==> config.mk <==
export PLATFORM = sky130hd
export DESIGN_NAME = issue_scoreboard
export DESIGN_NICKNAME = d
export VERILOG_FILES = /design/src/rtl/sb_pkg.sv /design/src/rtl/sb_table.sv /design/src/rtl/sb_ctrl.sv /design/src/rtl/issue_scoreboard.sv
export SDC_FILE = /design/constraint.sdc
export NUM_CORES = 1
export LEC_CHECK = 0
export BUFFER_PORTS_ARGS = -buffer_cell sky130_fd_sc_hd__buf_2
export CORE_MARGIN = 3
export CORE_UTILIZATION = 35
export DETAILED_ROUTE_END_ITERATION = 10
export HOLD_SLACK_MARGIN = 0.02
export PLACE_DENSITY = 0.47
export SLEW_MARGIN = 20
export SYNTH_ARGS = -nofsm -noshare
export SYNTH_HDL_FRONTEND = slang
export SYNTH_SLANG_ARGS = --single-unit
==> constraint.sdc <==
create_clock -name clk -period 6.1 [get_ports clk]
set_clock_uncertainty 0.1 [all_clocks]
set_input_delay 1.83 -clock clk [delete_from_list [all_inputs] [get_ports clk]]
set_output_delay 1.83 -clock clk [all_outputs]
set_load 0.02 [all_outputs]
==> src/rtl/sb_pkg.sv <==
package sb_pkg;
  parameter int NUM_FU  = 4;
  parameter int NUM_REG = 16;
  parameter int OP_W    = 4;
  localparam int FU_W   = $clog2(NUM_FU);
  localparam int REG_W  = $clog2(NUM_REG);

  typedef logic [FU_W-1:0]  fuIdx_t;
  typedef logic [REG_W-1:0] regIdx_t;

  // per-unit status entry
  typedef struct packed {
    logic            busy;
    logic [OP_W-1:0] op;
    regIdx_t         fi;
    regIdx_t         fj;
    regIdx_t         fk;
    fuIdx_t          qj;
    fuIdx_t          qk;
    logic            rj;
    logic            rk;
    logic            opsRead;
    logic            execFin;
  } fuEntry_t;

  // per-register result status
  typedef struct packed {
    logic   pending;
    fuIdx_t owner;
  } regStat_t;

  // strobes from control to the table datapath
  typedef struct packed {
    logic              issue;
    fuIdx_t            issueFu;
    logic [NUM_FU-1:0] readMask;
    logic [NUM_FU-1:0] finMask;
    logic              write;
    fuIdx_t            writeFu;
  } sbStrobe_t;
endpackage

==> src/rtl/sb_table.sv <==
module sb_table
  import sb_pkg::*;
(
  input  logic       clk,
  input  logic       rstN,
  input  sbStrobe_t  strb,
  input  logic [OP_W-1:0] instOp,
  input  regIdx_t    instDst,
  input  regIdx_t    instSrc1,
  input  regIdx_t    instSrc2,
  output fuEntry_t   fuTab  [NUM_FU],
  output regStat_t   regTab [NUM_REG]
);

  always_ff @(posedge clk) begin
    if (!rstN) begin
      for (int u = 0; u < NUM_FU; u++) fuTab[u] <= '0;
      for (int r = 0; r < NUM_REG; r++) regTab[r] <= '0;
    end else begin
      for (int u = 0; u < NUM_FU; u++) begin
        if (strb.write && strb.writeFu == fuIdx_t'(u)) begin
          fuTab[u] <= '0;
        end else begin
          if (strb.readMask[u]) begin
            fuTab[u].rj      <= 1'b0;
            fuTab[u].rk      <= 1'b0;
            fuTab[u].opsRead <= 1'b1;
          end
          if (strb.finMask[u]) fuTab[u].execFin <= 1'b1;
          // result broadcast to waiting consumers
          if (strb.write && fuTab[u].busy && !fuTab[u].opsRead) begin
            if (!fuTab[u].rj && fuTab[u].qj == strb.writeFu) fuTab[u].rj <= 1'b1;
            if (!fuTab[u].rk && fuTab[u].qk == strb.writeFu) fuTab[u].rk <= 1'b1;
          end
        end
        if (strb.issue && strb.issueFu == fuIdx_t'(u)) begin
          fuTab[u].busy    <= 1'b1;
          fuTab[u].op      <= instOp;
          fuTab[u].fi      <= instDst;
          fuTab[u].fj      <= instSrc1;
          fuTab[u].fk      <= instSrc2;
          fuTab[u].qj      <= regTab[instSrc1].owner;
          fuTab[u].qk      <= regTab[instSrc2].owner;
          // a producer writing in this very cycle counts as done
          fuTab[u].rj      <= !regTab[instSrc1].pending ||
                              (strb.write && regTab[instSrc1].owner == strb.writeFu);
          fuTab[u].rk      <= !regTab[instSrc2].pending ||
                              (strb.write && regTab[instSrc2].owner == strb.writeFu);
          fuTab[u].opsRead <= 1'b0;
          fuTab[u].execFin <= 1'b0;
        end
      end
      for (int r = 0; r < NUM_REG; r++) begin
        if (strb.write && fuTab[strb.writeFu].fi == regIdx_t'(r))
          regTab[r].pending <= 1'b0;
        if (strb.issue && instDst == regIdx_t'(r)) begin
          regTab[r].pending <= 1'b1;
          regTab[r].owner   <= strb.issueFu;
        end
      end
    end
  end

  assert_write_frees_R10: assert property (@(posedge clk) disable iff (!rstN)
    strb.write |=> !fuTab[$past(strb.writeFu)].busy);

  assert_dst_pending_R3: assert property (@(posedge clk) disable iff (!rstN)
    strb.issue |=> regTab[$past(instDst)].pending);

endmodule

==> src/rtl/sb_ctrl.sv <==
module sb_ctrl
  import sb_pkg::*;
(
  input  logic              clk,
  input  logic              rstN,
  input  logic              instValid,
  input  fuIdx_t            instFu,
  input  regIdx_t           instDst,
  input  logic [NUM_FU-1:0] execDone,
  input  fuEntry_t          fuTab  [NUM_FU],
  input  regStat_t          regTab [NUM_REG],
  output sbStrobe_t         strb,
  output logic              issueGrant,
  output logic [NUM_FU-1:0] readGrant,
  output logic [NUM_FU-1:0] writeGrant
);

  logic [NUM_FU-1:0] warBlock;
  logic [NUM_FU-1:0] writeElig;
  fuIdx_t            writeSel;

  always_comb begin
    issueGrant = instValid && !fuTab[instFu].busy && !regTab[instDst].pending;
    for (int u = 0; u < NUM_FU; u++) begin
      readGrant[u]     = fuTab[u].busy && !fuTab[u].opsRead && fuTab[u].rj && fuTab[u].rk;
      strb.finMask[u]  = execDone[u] && fuTab[u].busy && fuTab[u].opsRead && !fuTab[u].execFin;
      warBlock[u] = 1'b0;
      for (int v = 0; v < NUM_FU; v++) begin
        if (v != u && fuTab[v].busy &&
            ((fuTab[v].fj == fuTab[u].fi && fuTab[v].rj) ||
             (fuTab[v].fk == fuTab[u].fi && fuTab[v].rk)))
          warBlock[u] = 1'b1;
      end
      writeElig[u] = fuTab[u].busy && fuTab[u].execFin && !warBlock[u];
    end
    writeSel = '0;
    for (int u = NUM_FU - 1; u >= 0; u--)
      if (writeElig[u]) writeSel = fuIdx_t'(u);
    writeGrant = '0;
    if (|writeElig) writeGrant[writeSel] = 1'b1;
    strb.issue    = issueGrant;
    strb.issueFu  = instFu;
    strb.readMask = readGrant;
    strb.write    = |writeElig;
    strb.writeFu  = writeSel;
  end

  assert_issue_claims_R2: assert property (@(posedge clk) disable iff (!rstN)
    issueGrant |=> fuTab[$past(instFu)].busy);

  assert_single_write_R9: assert property (@(posedge clk) disable iff (!rstN)
    $onehot0(writeGrant));

  for (genvar g = 0; g < NUM_FU; g++) begin : gReadOnce
    assert_read_once_R6: assert property (@(posedge clk) disable iff (!rstN)
      readGrant[g] |=> !readGrant[g]);
  end

endmodule

==> src/rtl/issue_scoreboard.sv <==
module issue_scoreboard
  import sb_pkg::*;
(
  input  logic                    clk,
  input  logic                    rstN,
  input  logic                    instValid,
  input  logic [FU_W-1:0]         instFu,
  input  logic [OP_W-1:0]         instOp,
  input  logic [REG_W-1:0]        instDst,
  input  logic [REG_W-1:0]        instSrc1,
  input  logic [REG_W-1:0]        instSrc2,
  input  logic [NUM_FU-1:0]       execDone,
  output logic                    issueGrant,
  output logic [NUM_FU-1:0]       readGrant,
  output logic [NUM_FU-1:0]       writeGrant
);

  sbStrobe_t strb;
  fuEntry_t  fuTab  [NUM_FU];
  regStat_t  regTab [NUM_REG];

  sb_ctrl ctrl_i (
    .clk(clk), .rstN(rstN), .instValid(instValid), .instFu(instFu),
    .instDst(instDst), .execDone(execDone), .fuTab(fuTab), .regTab(regTab),
    .strb(strb), .issueGrant(issueGrant), .readGrant(readGrant),
    .writeGrant(writeGrant)
  );

  sb_table table_i (
    .clk(clk), .rstN(rstN), .strb(strb), .instOp(instOp), .instDst(instDst),
    .instSrc1(instSrc1), .instSrc2(instSrc2), .fuTab(fuTab), .regTab(regTab)
  );

endmodule

Word level (Yosys, flattened, before mapping)
Cells that the tools add are included.

Bitwise gates (word level): 6. Multiplexer cells: 98. Equal/unequal tests: 70. Reduce and logical (&&, ||, !) cells: 196. $lt $le $gt $ge: 7.

Operators with widths (number): $mux 25 (6); $logic_and 1x1->1 (129); $bmux 25 s2 (2); $eq 4x4->1 (24); $mux 21 (4); $mux 3 (26); $eq 4x4->1 const B (16); $mux 1 (41); $mux 20 (2); $reduce_bool 2->1 (20); $bmux 3 s4 (3); $eq 4x3->1 const B (8); $logic_not 1->1 (24); $eq 2x2->1 (10); $mux 4 (5); $eq 4x2->1 const B (4); $mux 2 (8); $ge 5x5->1 const B (3); $not 4->5 (3); $logic_or 1x1->1 (14); $reduce_or 3->1 (4); $eq 2x2->1 const B (4); $eq 4x1->1 const B (2); $logic_not 4->1 (2); other kinds (9) (13).

Logic and storage cells: 453. Input port bits: 25. Output and inout port bits: 9. Bits in registers: 148.

Longest topological paths before layout
Word-level depth: 21. Gate-level depth with buffers: 12. Gate-level depth less buffers: 10.

Cells and area by module
Synthesis repeated with hierarchy kept, for this count alone.

Cells, all modules: 924. Area, all modules: 8614.5 µm².

Modules (own cells, without submodules): sb_table (cells an instance 714, sequential area each 2962.8 µm², area each 7014.2 µm², times used 1); sb_ctrl (cells an instance 210, sequential area each 0.0 µm², area each 1600.3 µm², times used 1).

Worst setup path before layout
Ideal clock, no wire load.

Path type: in2out. Start point: input instDst[0]. End point: output issueGrant. Data arrival time: 3.343 ns. Required time: 4.170 ns. Path slack: 0.827 ns. Path buffers: 1. Stages on the path: 4. Path through: clkbuf_1 -> mux4_2 -> mux4_2 -> nor3b_2.

Longest elaborated chain between the ends: 6.

RTL lines: start, declared (line issue_scoreboard.sv:9) `input logic [REG_W-1:0] instDst,`; $not 4->5 (not written as such) (line sb_ctrl.sv:23) `issueGrant = instValid && !fuTab[instFu].busy && !regTab[instDst].pending;`; $bmux 3 s4 (line sb_ctrl.sv:23); $mux 3 (not written as such) (2 in series) (line sb_ctrl.sv:23); $logic_not 1->1 (line sb_ctrl.sv:23); $logic_and 1x1->1 (line sb_ctrl.sv:23); end, declared (line issue_scoreboard.sv:13) `output logic issueGrant,`.

Every way passes these cells. The select of a mux whose other input is x is not followed.

Final worst setup path
Same ends and word-level chain as after synthesis.

==> results.txt <==
status = completed
Layout area overhead = 10.7%
Tcrit/Tclk final = 90.7%
Starting Density = 35.9%
setup slack, reg-to-reg = 2.04 ns
Clock Latency Late Sink = 0.43 ns
FF-to-FF path depth = 10
Clk pin slew, worst setup/hold paths = 0.06 ns
CTS Buffer Depth = 2
layout net count = 921
Setup Fix Bufs, Post-CTS = 0
Post-Syn Area = 7600 um2
Via Count = 6560
Leakage = 3.03 nW
Tot Pwr = 0.00208 W
WL per Instance = 22.3 um
Synth area leader = dfxtp_1
clk root buf = clkbuf_16
DP Area = 7880 um2
Seq/Total Area, Yosys = 34.8%
final hold vios = 0
number of synthesized flops with an enable pin = 0
Vias/cell = 5.54
Power Density = 247 nW/um2
gr ovfl total = 0
most frequent cell after synthesis = nand2_1
DRT antenna net count = 0
Post-synth ARST share = 0%
Top FF cell, synth = dfxtp_1
max-cap violations = 0
CP Launch Point = instDst[0]
synth top area cells = dfxtp_1 (35%), mux4_2 (10%), xnor2_1 (8.6%), nand2_1 (7.3%), a21oi_1 (5.7%)
maximum number of pins on one net before global-route repair = 54
Synth warnings = 0
number of global-route vias before repair = 6277
final setup fails = 0
# fillers = 2152
Max FO, Critical Path = 12
Mapped Cells = 901
CP arrival = 3.60 ns
dpl hpwl = 18.3 mm
antenna violations before repair = 0
core area = 21200 um2
Resized cells post-CTS = 0
VDD IR max = 147 uV
cell area after layout = 8410 um2
TritonCTS clock tree = done
number of synthesized register bits = 132
share of layout cells above drive strength 1 = 14.2%
Placer Congestion = 0.897
CP endpoint kind = output port
final setup TNS = 0 ns
H-tree depth = 4
Post-route DRC = 0
minimum clock period = 5.53 ns
Slew Limit Fails = 0
Synth cell types = 60
Synthesized Nets = 926
Yosys top cell area share = 34.8%
Post-Route WL = 26.4 mm
Rows = 53
Multi-input gate area = 4530 um2
width of the die = 153 um
Max Freq = 0.181 GHz
total global-route track usage = 22.4%
antenna fix cells = 0
Iteration-0 DRC Markers = 551
Hold/Removal Path Class = reg -> reg
total clock buffers created by CTS = 17
FF+latch area = 2640 um2
CTS Sinks = 132
Initial DRT Pass Iterations = 4
Critical Path Source Type = input pin
reg-to-reg endpoint = table_i.regTab[5]$_SDFFE_PN0P_
Setup crit end = issueGrant
hold_buf cts = 0
dpl ws = 0.555 ns
top post-synthesis cells by count = nand2_1 (148), dfxtp_1 (132), a21oi_1 (86), xnor2_1 (75), nand3_1 (74)
worst slew pin tran = 1.03 ns
Post-Syn Area per Cell = 8.44 um2
Ports = 34
relative slew slack = 31.2%
first-pass GRT wire length = 40.3 mm
kind of critical path = in -> out
setup ws final = 0.568 ns
Die Area = 23500 um2
Die Y = 153 um
CP required = 4.17 ns
I/O Buffers = 29
RSZ-0062 raised after global routing = false
reg2reg start = table_i.fuTab[92]$_SDFFE_PN0P_
through the flow:
stage / hold WS [ns] / util, % / cells
after floorplan: 0.331 / - / 901
after global placement: 0.355 / 37.3 / 1152
after detailed placement: 0.361 / 37.3 / 1152
after CTS: 0.369 / 39.8 / 1184
after global routing: 0.381 / 39.8 / 1184
final: 0.366 / 39.8 / 1184
critical path, stage by stage:
cell and delay (ns):
buf_2 0.29, mux4_2 0.56, mux4_2 0.51, nor3b_2 0.21, buf_2 0.20
area by class of cell:
type | count | share of cell area (%)
tap | 275 | 4.09
multi-input combinational | 673 | 53.8
timing repair buffer | 45 | 3.15
clock inverter | 14 | 1.22
sequential | 132 | 31.4
inverter | 27 | 1.20
clock buffer | 18 | 5.10
kinds of logic (layout without fill, tap and decap cells):
| kind of cell | Yosys count | count (layout) | synth area share [%] |
|---|---|---|---|
| AND/OR/NAND/NOR | 336 | 336 | 20.9 |
| AO/OA/AOI/OAI | 181 | 181 | 14.2 |
| flip-flops | 132 | 132 | 34.8 |
| XOR/XNOR | 111 | 111 | 12.8 |
| buffers and inverters | 96 | 104 | 5.66 |
| multiplexers | 45 | 45 | 11.7 |
worst min path at each step:
| stage | endpoint | slack (ns) | startpoint | cells after the start |
|---|---|---|---|---|
| floorplan | table_i.fuTab[50]$_SDFFE_PP0P_ | 0.33 | table_i.fuTab[50]$_SDFFE_PP0P_ | 2 |
| global placement | table_i.fuTab[4]$_SDFFE_PN0P_ | 0.36 | table_i.fuTab[4]$_SDFFE_PN0P_ | 2 |
| detailed placement | table_i.regTab[22]$_SDFFE_PN0P_ | 0.36 | table_i.regTab[22]$_SDFFE_PN0P_ | 2 |
| CTS | table_i.regTab[15]$_SDFFE_PN0P_ | 0.37 | table_i.regTab[15]$_SDFFE_PN0P_ | 2 |
| global route | table_i.regTab[15]$_SDFFE_PN0P_ | 0.38 | table_i.regTab[15]$_SDFFE_PN0P_ | 2 |
| finish | table_i.regTab[22]$_SDFFE_PN0P_ | 0.37 | table_i.regTab[22]$_SDFFE_PN0P_ | 2 |
flip-flops by register name, indices dropped and copies added, names as in the netlist:
name,count
table_i.fuTab,84
table_i.regTab,48
power by group:
part	switching (W)	internal [W]
logic	0.000125	0.0000785
clock network	0.000432	0.000523
registers	0.0000379	0.000884
total	0.000594	0.00148
placed cells by master, fill, tap and decap left out, drive strengths merged, types with 31 or more instances in the layout:
cell	n
mux4	35
o21ai	37
buf	45
dfxtp	132
nand3	74
xor2	36
inv	31
a21oi	86
nor2	41
xnor2	75
nand2	149
per-layer routing:
| metal | up-vias | global-route usage (%) | part of all wire (%) |
|---|---|---|---|
| met5 | - | 0 | 0 |
| met3 | 24 | 3.85 | 3.7 |
| met2 | 123 | 37.5 | 49 |
| met4 | 0 | 5.76 | 1.7 |
| met1 | 3261 | 30.2 | 46 |
| li1 | 3152 | - | - |
No activity file was read; power rests on OpenSTA's default activity.
